<file path="src/rtl/ser_reg_pkg.sv">
package ser_reg_pkg;

  typedef enum logic [1:0] {
    ST_CMD = 2'd0,
    ST_WR  = 2'd1,
    ST_RD  = 2'd2,
    ST_CRD = 2'd3
  } ser_state_e;

  localparam logic [2:0] ADDR_STAT = 3'd0;
  localparam logic [2:0] ADDR_MODE = 3'd1;
  localparam logic [2:0] ADDR_CONF = 3'd2;
  localparam logic [2:0] ADDR_DATA = 3'd3;

  // Number of bits moved after a command byte for a given address.
  function automatic int reg_bits(input logic [2:0] addr, input int reg_w, input int data_w);
    case (addr)
      ADDR_MODE, ADDR_CONF: return reg_w;
      ADDR_DATA:            return data_w;
      default:              return 8;
    endcase
  endfunction

endpackage

</file>
<file path="src/rtl/ser_edge_sync.sv">
module ser_edge_sync #(
  parameter int STAGES = 2
) (
  input  logic clk,
  input  logic rst_n,
  input  logic cs_n,
  input  logic sclk,
  input  logic din,
  output logic sel,
  output logic sclk_rise,
  output logic sclk_fall,
  output logic din_s
);

  logic [STAGES-1:0] sclk_sh, cs_sh, din_sh;
  logic              sclk_d;

  always_ff @(posedge clk or negedge rst_n) begin
    if (!rst_n) begin
      sclk_sh <= '1;
      cs_sh   <= '1;
      din_sh  <= '0;
      sclk_d  <= 1'b1;
    end else begin
      sclk_sh <= {sclk_sh[STAGES-2:0], sclk};
      cs_sh   <= {cs_sh[STAGES-2:0], cs_n};
      din_sh  <= {din_sh[STAGES-2:0], din};
      sclk_d  <= sclk_sh[STAGES-1];
    end
  end

  assign sel       = ~cs_sh[STAGES-1];
  assign sclk_rise = sel &  sclk_sh[STAGES-1] & ~sclk_d;
  assign sclk_fall = sel & ~sclk_sh[STAGES-1] &  sclk_d;
  assign din_s     = din_sh[STAGES-1];

endmodule

</file>
<file path="src/rtl/drdy_flag.sv">
module drdy_flag #(
  parameter int DATA_W = 24
) (
  input  logic              clk,
  input  logic              rst_n,
  input  logic              res_valid,
  input  logic [DATA_W-1:0] res_data,
  input  logic              rd_done,
  input  logic              upd_warn,
  output logic              rdy_n,
  output logic [DATA_W-1:0] data_q
);

  always_ff @(posedge clk or negedge rst_n) begin
    if (!rst_n) begin
      rdy_n  <= 1'b1;
      data_q <= '0;
    end else if (res_valid) begin
      rdy_n  <= 1'b0;
      data_q <= res_data;
    end else if (rd_done || upd_warn) begin
      rdy_n  <= 1'b1;
    end
  end

  a_r5_strobe_sets: assert property (@(posedge clk) disable iff (!rst_n)
    res_valid |=> !rdy_n);
  a_r5_capture: assert property (@(posedge clk) disable iff (!rst_n)
    res_valid |=> (data_q == $past(res_data)));
  a_r6_read_clears: assert property (@(posedge clk) disable iff (!rst_n)
    (rd_done && !res_valid) |=> rdy_n);
  a_r7_hold: assert property (@(posedge clk) disable iff (!rst_n)
    (!res_valid && !rd_done && !upd_warn) |=> $stable(rdy_n));

endmodule

</file>
<file path="src/rtl/ser_frame_ctrl.sv">
module ser_frame_ctrl
  import ser_reg_pkg::*;
#(
  parameter int          DATA_W     = 24,
  parameter int          REG_W      = 16,
  parameter logic [REG_W-1:0] MODE_RST = 16'h000A,
  parameter logic [REG_W-1:0] CONF_RST = 16'h0710,
  parameter int          ONES_LIMIT = 32
) (
  input  logic              clk,
  input  logic              rst_n,
  input  logic              sclk_rise,
  input  logic              sclk_fall,
  input  logic              din_s,
  input  logic              rdy_n,
  input  logic [DATA_W-1:0] data_q,
  output logic              tx_active,
  output logic              tx_bit,
  output logic              rd_done,
  output logic [REG_W-1:0]  mode_q,
  output logic [REG_W-1:0]  conf_q
);

  localparam int SH_W   = (DATA_W > REG_W) ? DATA_W : REG_W;
  localparam int CNT_W  = $clog2(SH_W + 1);
  localparam int ONES_W = $clog2(ONES_LIMIT + 1);

  ser_state_e        state;
  logic [2:0]        addr_q;
  logic              cread_q;
  logic [CNT_W-1:0]  bitcnt, len_q;
  logic [SH_W-1:0]   shreg, rd_val, data_al;
  logic [REG_W-2:0]  rxsh;
  logic [ONES_W-1:0] ones_cnt;
  logic              tx_q;

  // Command fields as seen on the eighth rising edge (din_s is bit 0).
  logic       cmd_bad, cmd_rd, cmd_cr;
  logic [2:0] cmd_addr;
  logic [REG_W-1:0] wr_word;
  logic       last_bit, ones_hit, crd_start;

  assign cmd_bad  = rxsh[6];
  assign cmd_rd   = rxsh[5];
  assign cmd_addr = rxsh[4:2];
  assign cmd_cr   = rxsh[1];
  assign wr_word  = {rxsh, din_s};
  assign last_bit = (bitcnt == len_q - 1'b1);
  assign ones_hit = sclk_rise && din_s && (ones_cnt == ONES_W'(ONES_LIMIT - 1));
  assign crd_start = sclk_fall && (state == ST_CRD) && !rdy_n;
  assign data_al  = SH_W'(data_q) << (SH_W - DATA_W);

  always_comb begin
    case (cmd_addr)
      ADDR_STAT: rd_val = SH_W'({rdy_n, 7'b0}) << (SH_W - 8);
      ADDR_MODE: rd_val = SH_W'(mode_q) << (SH_W - REG_W);
      ADDR_CONF: rd_val = SH_W'(conf_q) << (SH_W - REG_W);
      ADDR_DATA: rd_val = data_al;
      default:   rd_val = '0;
    endcase
  end

  always_ff @(posedge clk or negedge rst_n) begin
    if (!rst_n) begin
      state    <= ST_CMD;
      addr_q   <= '0;
      cread_q  <= 1'b0;
      bitcnt   <= '0;
      len_q    <= CNT_W'(8);
      shreg    <= '0;
      rxsh     <= '0;
      ones_cnt <= '0;
      tx_q     <= 1'b1;
      mode_q   <= MODE_RST;
      conf_q   <= CONF_RST;
    end else if (ones_hit) begin
      state    <= ST_CMD;
      cread_q  <= 1'b0;
      bitcnt   <= '0;
      ones_cnt <= '0;
    end else begin
      if (sclk_rise) begin
        ones_cnt <= din_s ? ones_cnt + 1'b1 : '0;
        rxsh     <= {rxsh[REG_W-3:0], din_s};
      end
      case (state)
        ST_CMD: if (sclk_rise) begin
          if (bitcnt == CNT_W'(7)) begin
            bitcnt <= '0;
            if (!cmd_bad) begin
              addr_q <= cmd_addr;
              len_q  <= CNT_W'(reg_bits(cmd_addr, REG_W, DATA_W));
              if (cmd_rd) begin
                state <= ST_RD;
                shreg <= rd_val;
                if (cmd_addr == ADDR_DATA && cmd_cr) cread_q <= 1'b1;
              end else begin
                state <= ST_WR;
              end
            end
          end else begin
            bitcnt <= bitcnt + 1'b1;
          end
        end
        ST_WR: if (sclk_rise) begin
          if (last_bit) begin
            bitcnt <= '0;
            state  <= ST_CMD;
            if (addr_q == ADDR_MODE)      mode_q <= wr_word;
            else if (addr_q == ADDR_CONF) conf_q <= wr_word;
          end else begin
            bitcnt <= bitcnt + 1'b1;
          end
        end
        ST_RD: begin
          if (sclk_fall) begin
            tx_q  <= shreg[SH_W-1];
            shreg <= shreg << 1;
          end
          if (sclk_rise) begin
            if (last_bit) begin
              bitcnt <= '0;
              state  <= cread_q ? ST_CRD : ST_CMD;
            end else begin
              bitcnt <= bitcnt + 1'b1;
            end
          end
        end
        ST_CRD: if (crd_start) begin
          tx_q   <= data_q[DATA_W-1];
          shreg  <= data_al << 1;
          addr_q <= ADDR_DATA;
          len_q  <= CNT_W'(DATA_W);
          bitcnt <= '0;
          state  <= ST_RD;
        end
        default: state <= ST_CMD;
      endcase
    end
  end

  assign tx_active = (state == ST_RD);
  assign tx_bit    = tx_q;
  assign rd_done   = sclk_rise && (state == ST_RD) && last_bit && (addr_q == ADDR_DATA);

  a_r4_bit_in_range: assert property (@(posedge clk) disable iff (!rst_n)
    (tx_active && sclk_rise) |-> (bitcnt < len_q));
  a_r10_crd_mode: assert property (@(posedge clk) disable iff (!rst_n)
    (state == ST_CRD) |-> cread_q);
  a_r11_ones_reset: assert property (@(posedge clk) disable iff (!rst_n)
    ones_hit |=> (state == ST_CMD && !cread_q && bitcnt == '0));
  a_r2_back_to_cmd: assert property (@(posedge clk) disable iff (!rst_n)
    (state == ST_WR && sclk_rise && last_bit && !ones_hit) |=> (state == ST_CMD));

endmodule

</file>
<file path="src/rtl/ser_reg_port.sv">
module ser_reg_port #(
  parameter int          DATA_W      = 24,
  parameter int          REG_W       = 16,
  parameter logic [REG_W-1:0] MODE_RST = 16'h000A,
  parameter logic [REG_W-1:0] CONF_RST = 16'h0710,
  parameter int          SYNC_STAGES = 2,
  parameter int          ONES_LIMIT  = 32
) (
  input  logic              clk,
  input  logic              rst_n,
  input  logic              cs_n,
  input  logic              sclk,
  input  logic              din,
  output logic              dout,
  output logic              dout_en,
  input  logic              res_valid,
  input  logic [DATA_W-1:0] res_data,
  input  logic              upd_warn,
  output logic [REG_W-1:0]  mode_q,
  output logic [REG_W-1:0]  conf_q
);

  logic sel, sclk_rise, sclk_fall, din_s;
  logic rdy_n, rd_done, tx_active, tx_bit;
  logic [DATA_W-1:0] data_q;

  ser_edge_sync #(.STAGES(SYNC_STAGES)) u_sync (
    .clk(clk), .rst_n(rst_n), .cs_n(cs_n), .sclk(sclk), .din(din),
    .sel(sel), .sclk_rise(sclk_rise), .sclk_fall(sclk_fall), .din_s(din_s)
  );

  drdy_flag #(.DATA_W(DATA_W)) u_flag (
    .clk(clk), .rst_n(rst_n), .res_valid(res_valid), .res_data(res_data),
    .rd_done(rd_done), .upd_warn(upd_warn), .rdy_n(rdy_n), .data_q(data_q)
  );

  ser_frame_ctrl #(
    .DATA_W(DATA_W), .REG_W(REG_W), .MODE_RST(MODE_RST),
    .CONF_RST(CONF_RST), .ONES_LIMIT(ONES_LIMIT)
  ) u_frame (
    .clk(clk), .rst_n(rst_n), .sclk_rise(sclk_rise), .sclk_fall(sclk_fall),
    .din_s(din_s), .rdy_n(rdy_n), .data_q(data_q), .tx_active(tx_active),
    .tx_bit(tx_bit), .rd_done(rd_done), .mode_q(mode_q), .conf_q(conf_q)
  );

  assign dout_en = ~cs_n;
  assign dout    = tx_active ? tx_bit : rdy_n;

  a_r1_no_edges_deselected: assert property (@(posedge clk) disable iff (!rst_n)
    !sel |-> (!sclk_rise && !sclk_fall));

endmodule

</file>
<file path="config.mk">
export PLATFORM = sky130hd
export DESIGN_NAME = ser_reg_port
export DESIGN_NICKNAME = d
export VERILOG_FILES = /design/src/rtl/ser_reg_pkg.sv /design/src/rtl/ser_edge_sync.sv /design/src/rtl/drdy_flag.sv /design/src/rtl/ser_frame_ctrl.sv /design/src/rtl/ser_reg_port.sv
export SDC_FILE = /design/constraint.sdc
export NUM_CORES = 1
export LEC_CHECK = 0
export ABC_AREA = 1
export BUFFER_PORTS_ARGS = -buffer_cell sky130_fd_sc_hd__buf_4
export CAP_MARGIN = 0
export CORE_ASPECT_RATIO = 0.5
export CORE_MARGIN = 5
export CORE_UTILIZATION = 33
export DETAILED_ROUTE_END_ITERATION = 7
export RECOVER_POWER = 50
export SETUP_SLACK_MARGIN = 0.4
export SLEW_MARGIN = 40
export SYNTH_ARGS = -nofsm -noshare
export SYNTH_HDL_FRONTEND = slang
export SYNTH_SLANG_ARGS = --single-unit
</file>
<file path="constraint.sdc">
create_clock -name clk -period 1.81 [get_ports clk]
set_input_delay 0.543 -clock clk [delete_from_list [all_inputs] [get_ports clk]]
set_output_delay 0.543 -clock clk [all_outputs]
set_load 0.05 [all_outputs]
</file>
==> results.yml, run 1 <==
power:
  combPwrFrac_pct: 31.0
  p_clk_share_pct: 36.9
  seqPwrFrac_pct: 32.1
  ir_worst_vdd_v: 0.000629
  switchingPower_uw: 3550
  p_int_uw: 7030
  power.density_nw_per_um2: 1150
  switching_share_pct: 33.6
  p_leak_uw: 0.00446
worst_setup_path:
  crit_type: "register to output pin"
  cp-end-kind: "output pin"
  ff2ff_setup_slack_ns: -0.03
  cp.required_ns: 1.27
  timing.rr.end: "u_frame.shreg[0]"
  rr_worst_depth: 9
  startpoint: "u_frame.state[0]"
  start_kind: "register"
  cp_max_fo: 4
  rr_startpoint: "u_frame.state[1]"
  arrival_ns: 1.36
  crit_path_end: "dout"
grt:
  grt_pass1_wl_um: 30100
  track_usage_pct: 17.5
  antenna_found_initial: 0
  grt_overflow: 0
  grt_max_degree: 51
  grt_pass1_vias: 5614
placement:
  placed_cells: 1075
  place_congestion: 0.842
  hpwlAfterDp_um: 11500
  io_buffers: 64
  placed_area_um2: 7070
sta:
  setup_violations: 6
  fmaxAchievable_mhz: 527
  slew_violations: 0
  hold_viol_final: 0
  rsz0062_at_grt: "true"
  max_slew.worst_pin.slew_ns: 0.861
  finClkSkew_ns: 0.0126
  max_slew_margin_pct: 42.6
  layout_setup_ws_ns: -0.0881
  hold_slack_ns: 0.222
  min_period_over_period_pct: 105
  period_minus_slack_ns: 1.90
  fin_setup_tns_ns: -0.128
die:
  core_um2: 18200
  row_count: 35
  die_h_um: 106
  floorplan.initialDensity_pct: 33.2
  dieArea_um2: 21300
  fp.dieW_um: 201
  ioPinCount: 65
cts:
  cts_root_buf: "clkbuf_16"
  htree_levels: 4
  cts_num_sinks: 123
  cts_buffer_depth: 2
  clk_transition_reported_paths_ns: 0.06
  cts_tree: "yes"
  insertion_delay_ns: 0.42
  numCtsBuffers: 17
route:
  antenna_left: 0
  drc: 0
  totalWireLength_um: 19000
  drt-pass1-iter-count: 5
  drtIter0Drc: 452
  vias: 5756
  viasPerCell: 4.88
  wl_per_cell_um: 16.1
final_layout:
  instances_no_fill: 1179
  mostFrequentLayoutCell: "nand2_1"
  layout.nets: 965
  drive_above_1_share_pct: 37.3
  mostFrequentLayoutCells: "nand2_1, dfrtp_1, buf_4"
  multi_input_area_um2: 3180
  register_area_um2: 3110
  final.fill_count: 1584
  design_area_um2: 9170
  antenna_cells: 0
  area_growth_pct: 51.6
yosys:
  synth_nets: 812
  async_reset_ff_share_pct: 100
  synth_top_area_share_pct: 45.1
  syn_area_um2: 6050
  netlist_instances: 773
  netlist.top_cell.by_area: "dfrtp_1"
  ys_ff_latch: 123
  yosysSeqAreaShare_pct: 51.2
  synthFlopType: "dfrtp_1"
  ys.warnings.count: 0
  synth_edf_count: 0
  synth_area_leaders: "dfrtp_1, nand2_1, dfstp_2, o21ai_0, inv_1"
  synth.avg_cell_area_um2: 7.82
  synth_cell_types: 38
status:
  outcome: "finished with violations"
  violations: "setup timing"
worst_hold_path:
  hold_path_class: "primary input to register"
run:
  max_cap_viol_count: 0
## how the worst min path moves through the flow
stage / from / slack, ns / cells after the start / to
global placement: u_sync.din_sh[0] / 0.33 / 0 / u_sync.din_sh[1]
floorplan: rst_n / 0.25 / 0 / u_flag.data_q[0]
global route: cs_n / 0.22 / 1 / u_sync.cs_sh[0]
CTS: sclk / 0.22 / 1 / u_sync.sclk_sh[0]
finish: cs_n / 0.22 / 1 / u_sync.cs_sh[0]
detailed placement: u_sync.din_sh[0] / 0.34 / 0 / u_sync.din_sh[1]
## cells in the mapped netlist (3+ instances only)
cell type and n:
o211ai_1 15, buf_2 8, clkbuf_1 12, nand4_1 3
nand3_1 32, buf_4 5, dfrtp_1 109, nand2_1 339
o22ai_1 4, xor2_1 4, ha_1 8, a21oi_1 6
o21ai_0 69, buf_6 4, inv_1 75, nor2_1 23
o21ai_1 10, dfstp_2 14, a31oi_1 7
## repair_timing
action,CTS,global route
hold endpoints to repair,3,0
hold buffers,1,0
pin swaps,34,39
cloned,4,1
endpoints found under the setup margin,126,126
buffers inserted,57,9
gates resized for setup,161,77
## sequential cells by signal, summed over array words and instances, names as in the netlist, 2 cells and up
| name | flops |
|---|---|
| u_frame.state | 2 |
| u_frame.mode_q | 16 |
| u_sync.cs_sh | 2 |
| u_frame.shreg | 24 |
| u_frame.bitcnt | 5 |
| u_frame.len_q | 2 |
| u_frame.addr_q | 3 |
| u_frame.ones_cnt | 6 |
| u_frame.conf_q | 16 |
| u_sync.sclk_sh | 2 |
| u_frame.rxsh | 15 |
| u_sync.din_sh | 2 |
| u_flag.data_q | 24 |
## kinds of logic (layout without fill, tap and decap cells)
group	count (synthesis)	count (layout)	share of synthesized area [%]
DFF	123	123	51.2
and+or+nand+nor	412	414	27.9
xor gates and xnor gates	6	6	0.869
adders and majority gates	8	8	1.66
muxes	1	1	0.166
AOI/OAI and AO/OA	114	114	10.4
buffers and inverters	109	273	7.78
## power by group through the flow
stage               sequential, uW  combinational, uW  clock (uW)
floorplan                     3320               1620           0
detailed placement            3410               2310           0
CTS                           3350               2930        3940
finish                        3400               3280        3910
global placement              3400               2270           0
global route                  3430               3570        4090
## final cells by class
class / instances / area share, %
clock buffer: 20 / 4.98
inverter: 78 / 3.72
tap: 240 / 3.27
sequential: 123 / 33.9
clock inverter: 12 / 2.37
timing repair buffer: 163 / 17.1
multi-input combinational: 543 / 34.7
## routing by layer
layer	wire length (um)	vias up	GRT usage [%]	part of all wire [%]
met5	0	-	0	0
met4	286	0	4.73	1.5
met3	847	26	3.17	4.5
met2	9130	161	28.2	48
met1	8700	2817	24.4	46
li1	-	2752	-	-
## stage by stage
stage          worst slack (ns)  total power, uW  utilization, %
6_report                -0.0881            10600            50.3
5_1_grt                  -0.124            11100            50.3
4_1_cts                 -0.0948            10200            48.4
3_5_place_dp            0.00566             5710            38.8
3_3_place_gp             0.0151             5670            38.8
2_1_floorplan            0.0754             4940               -
## worst max-delay path, stage by stage (launching register included)
cell,delay [ns]
dfrtp_1,0.39
inv_2,0.08
ha_4,0.18
nand2_4,0.06
o21ai_4,0.06
buf_6,0.17
Note: power is estimated with default switching activity, not from simulation.
==> inputs of run 2 (changes only) <==
==> constraint.sdc (replaced) <==
create_clock -name clk -period 1.58 [get_ports clk]
set_input_delay 0.474 -clock clk [delete_from_list [all_inputs] [get_ports clk]]
set_output_delay 0.474 -clock clk [all_outputs]
set_load 0.05 [all_outputs]
==> run 2 against run 1 <==
Against the previous run:
- the run still ends with setup timing left
- sequential power is 13% higher
- sequential cell count stayed put
- final area is 3.8% higher
- clock skew hardly changed
- sequential share of layout area is 1.3 points lower
- register-to-register slack worse by 0.25 ns
- core utilization is 1.9 points higher
- largest cell class unchanged
==> results.yml, run 2 (synthesis gave the netlist of run 1 again) <==
status:
  outcome: "finished with violations"
  violations: "setup timing"
sta:
  max_slew_margin_pct: 42.7
  max_slew.worst_pin.slew_ns: 0.860
  layout_setup_ws_ns: -0.333
  period_minus_slack_ns: 1.91
  fmaxAchievable_mhz: 523
  slew_violations: 0
  min_period_over_period_pct: 121
  hold_viol_final: 0
  finClkSkew_ns: 0.0127
  rsz0062_at_grt: "true"
  setup_violations: 97
  fin_setup_tns_ns: -15.88
die:
  ioPinCount: 65
  core_um2: 18200
  die_h_um: 106
  row_count: 35
  floorplan.initialDensity_pct: 33.2
  dieArea_um2: 21300
  fp.dieW_um: 201
cts:
  cts_root_buf: "clkbuf_16"
  htree_levels: 4
  insertion_delay_ns: 0.42
  clk_transition_reported_paths_ns: 0.06
  cts_tree: "yes"
  cts_buffer_depth: 2
  numCtsBuffers: 17
  cts_num_sinks: 123
run:
  max_cap_viol_count: 0
grt:
  grt_pass1_vias: 5715
  grt_overflow: 0
  grt_pass1_wl_um: 30000
  track_usage_pct: 17.5
  grt_max_degree: 50
  antenna_found_initial: 0
final_layout:
  instances_no_fill: 1217
  drive_above_1_share_pct: 38.3
  area_growth_pct: 57.5
  mostFrequentLayoutCell: "nand2_1"
  mostFrequentLayoutCells: "nand2_1, buf_4, dfrtp_1"
  layout.nets: 1003
  final_util_pct: 52.3
  largestRegisters: "u_flag.data_q x24, u_frame.shreg x24"
  antenna_cells: 0
worst_setup_path:
  ff2ff_setup_slack_ns: -0.28
  cp-end-kind: "output pin"
  cp_max_fo: 4
  rr_startpoint: "u_frame.state[0]"
  timing.rr.end: "u_frame.shreg[20]"
  start_kind: "register"
  arrival_ns: 1.44
  cp.required_ns: 1.11
  crit_type: "register to output pin"
  rr_worst_depth: 11
route:
  antenna_left: 0
  drc: 0
  vias: 5839
  wl_per_cell_um: 15.6
  drtIter0Drc: 444
  drt-pass1-iter-count: 5
  totalWireLength_um: 19000
  viasPerCell: 4.80
placement:
  placed_cells: 1115
  io_buffers: 64
  place_congestion: 0.864
  hpwlAfterDp_um: 11900
worst_hold_path:
  hold_path_class: "primary input to register"
  min_from: "sclk"
  holdPathEnd: "u_sync.sclk_sh[0]"
  whs_path_depth: 1
power:
  ir_worst_vdd_v: 0.000936
  power.density_nw_per_um2: 1340
  p_leak_uw: 0.00465
==> run 2: metrics by stage <==
step,total power [uW],hold WS [ns],setup WS [ns],cell area (um^2)
global route,13400,0.147,-0.385,9520
floorplan,5690,0.178,-0.0856,6210
detailed placement,6890,0.335,-0.160,7420
finish,12800,0.169,-0.333,9520
CTS,12300,0.139,-0.338,9100
global placement,6840,0.332,-0.101,7420
==> run 2: layout make-up <==
type / instances / area [um^2]
timing repair inverter: 1 / 7.51
clock inverter: 13 / 236
sequential: 123 / 3100
multi-input combinational: 543 / 3130
fill: 1576 / 8690
inverter: 78 / 323
timing repair buffer: 200 / 1980
tap: 240 / 300
clock buffer: 19 / 453
==> run 2: critical path: stages (launching register included) <==
cell and delay [ns]:
dfrtp_1 0.37, inv_2 0.06, ha_4 0.19, buf_6 0.12, o21ai_4 0.11, buf_6 0.17
==> run 2: power by group <==
group / internal, uW / switching [uW]
Sequential: 3540 / 302
Combinational: 1930 / 2410
Clock: 3060 / 1540
==> run 2: per-layer routing <==
| layer | GRT usage [%] | part of all wire (%) | vias up |
|---|---|---|---|
| li1 | - | - | 2821 |
| met5 | 0 | 0 | - |
| met4 | 4.87 | 2.1 | 0 |
| met1 | 23.2 | 45 | 2847 |
| met3 | 4.37 | 3.9 | 35 |
| met2 | 28.6 | 49 | 136 |
==> run 2: what timing repair did <==
| action | CTS | global route |
|---|---|---|
| hold buffers | 1 | 0 |
| setup buffers | 47 | 12 |
| gates resized for setup | 134 | 77 |
| cloned | 9 | 1 |
| pin swaps | 21 | 44 |
| endpoints found under the hold margin | 11 | 0 |
| setup endpoints to repair | 126 | 127 |
==> run 2: worst max-delay path by stage <==
stage,depth (start not counted),end,from
6_report,5,dout,u_frame.state[0]
5_1_grt,5,dout,u_frame.state[0]
4_1_cts,4,dout,u_frame.state[1]
3_5_place_dp,9,u_frame.shreg[20],u_frame.state[1]
3_3_place_gp,11,u_frame.shreg[3],u_frame.ones_cnt[0]
2_1_floorplan,5,dout,u_frame.state[0]
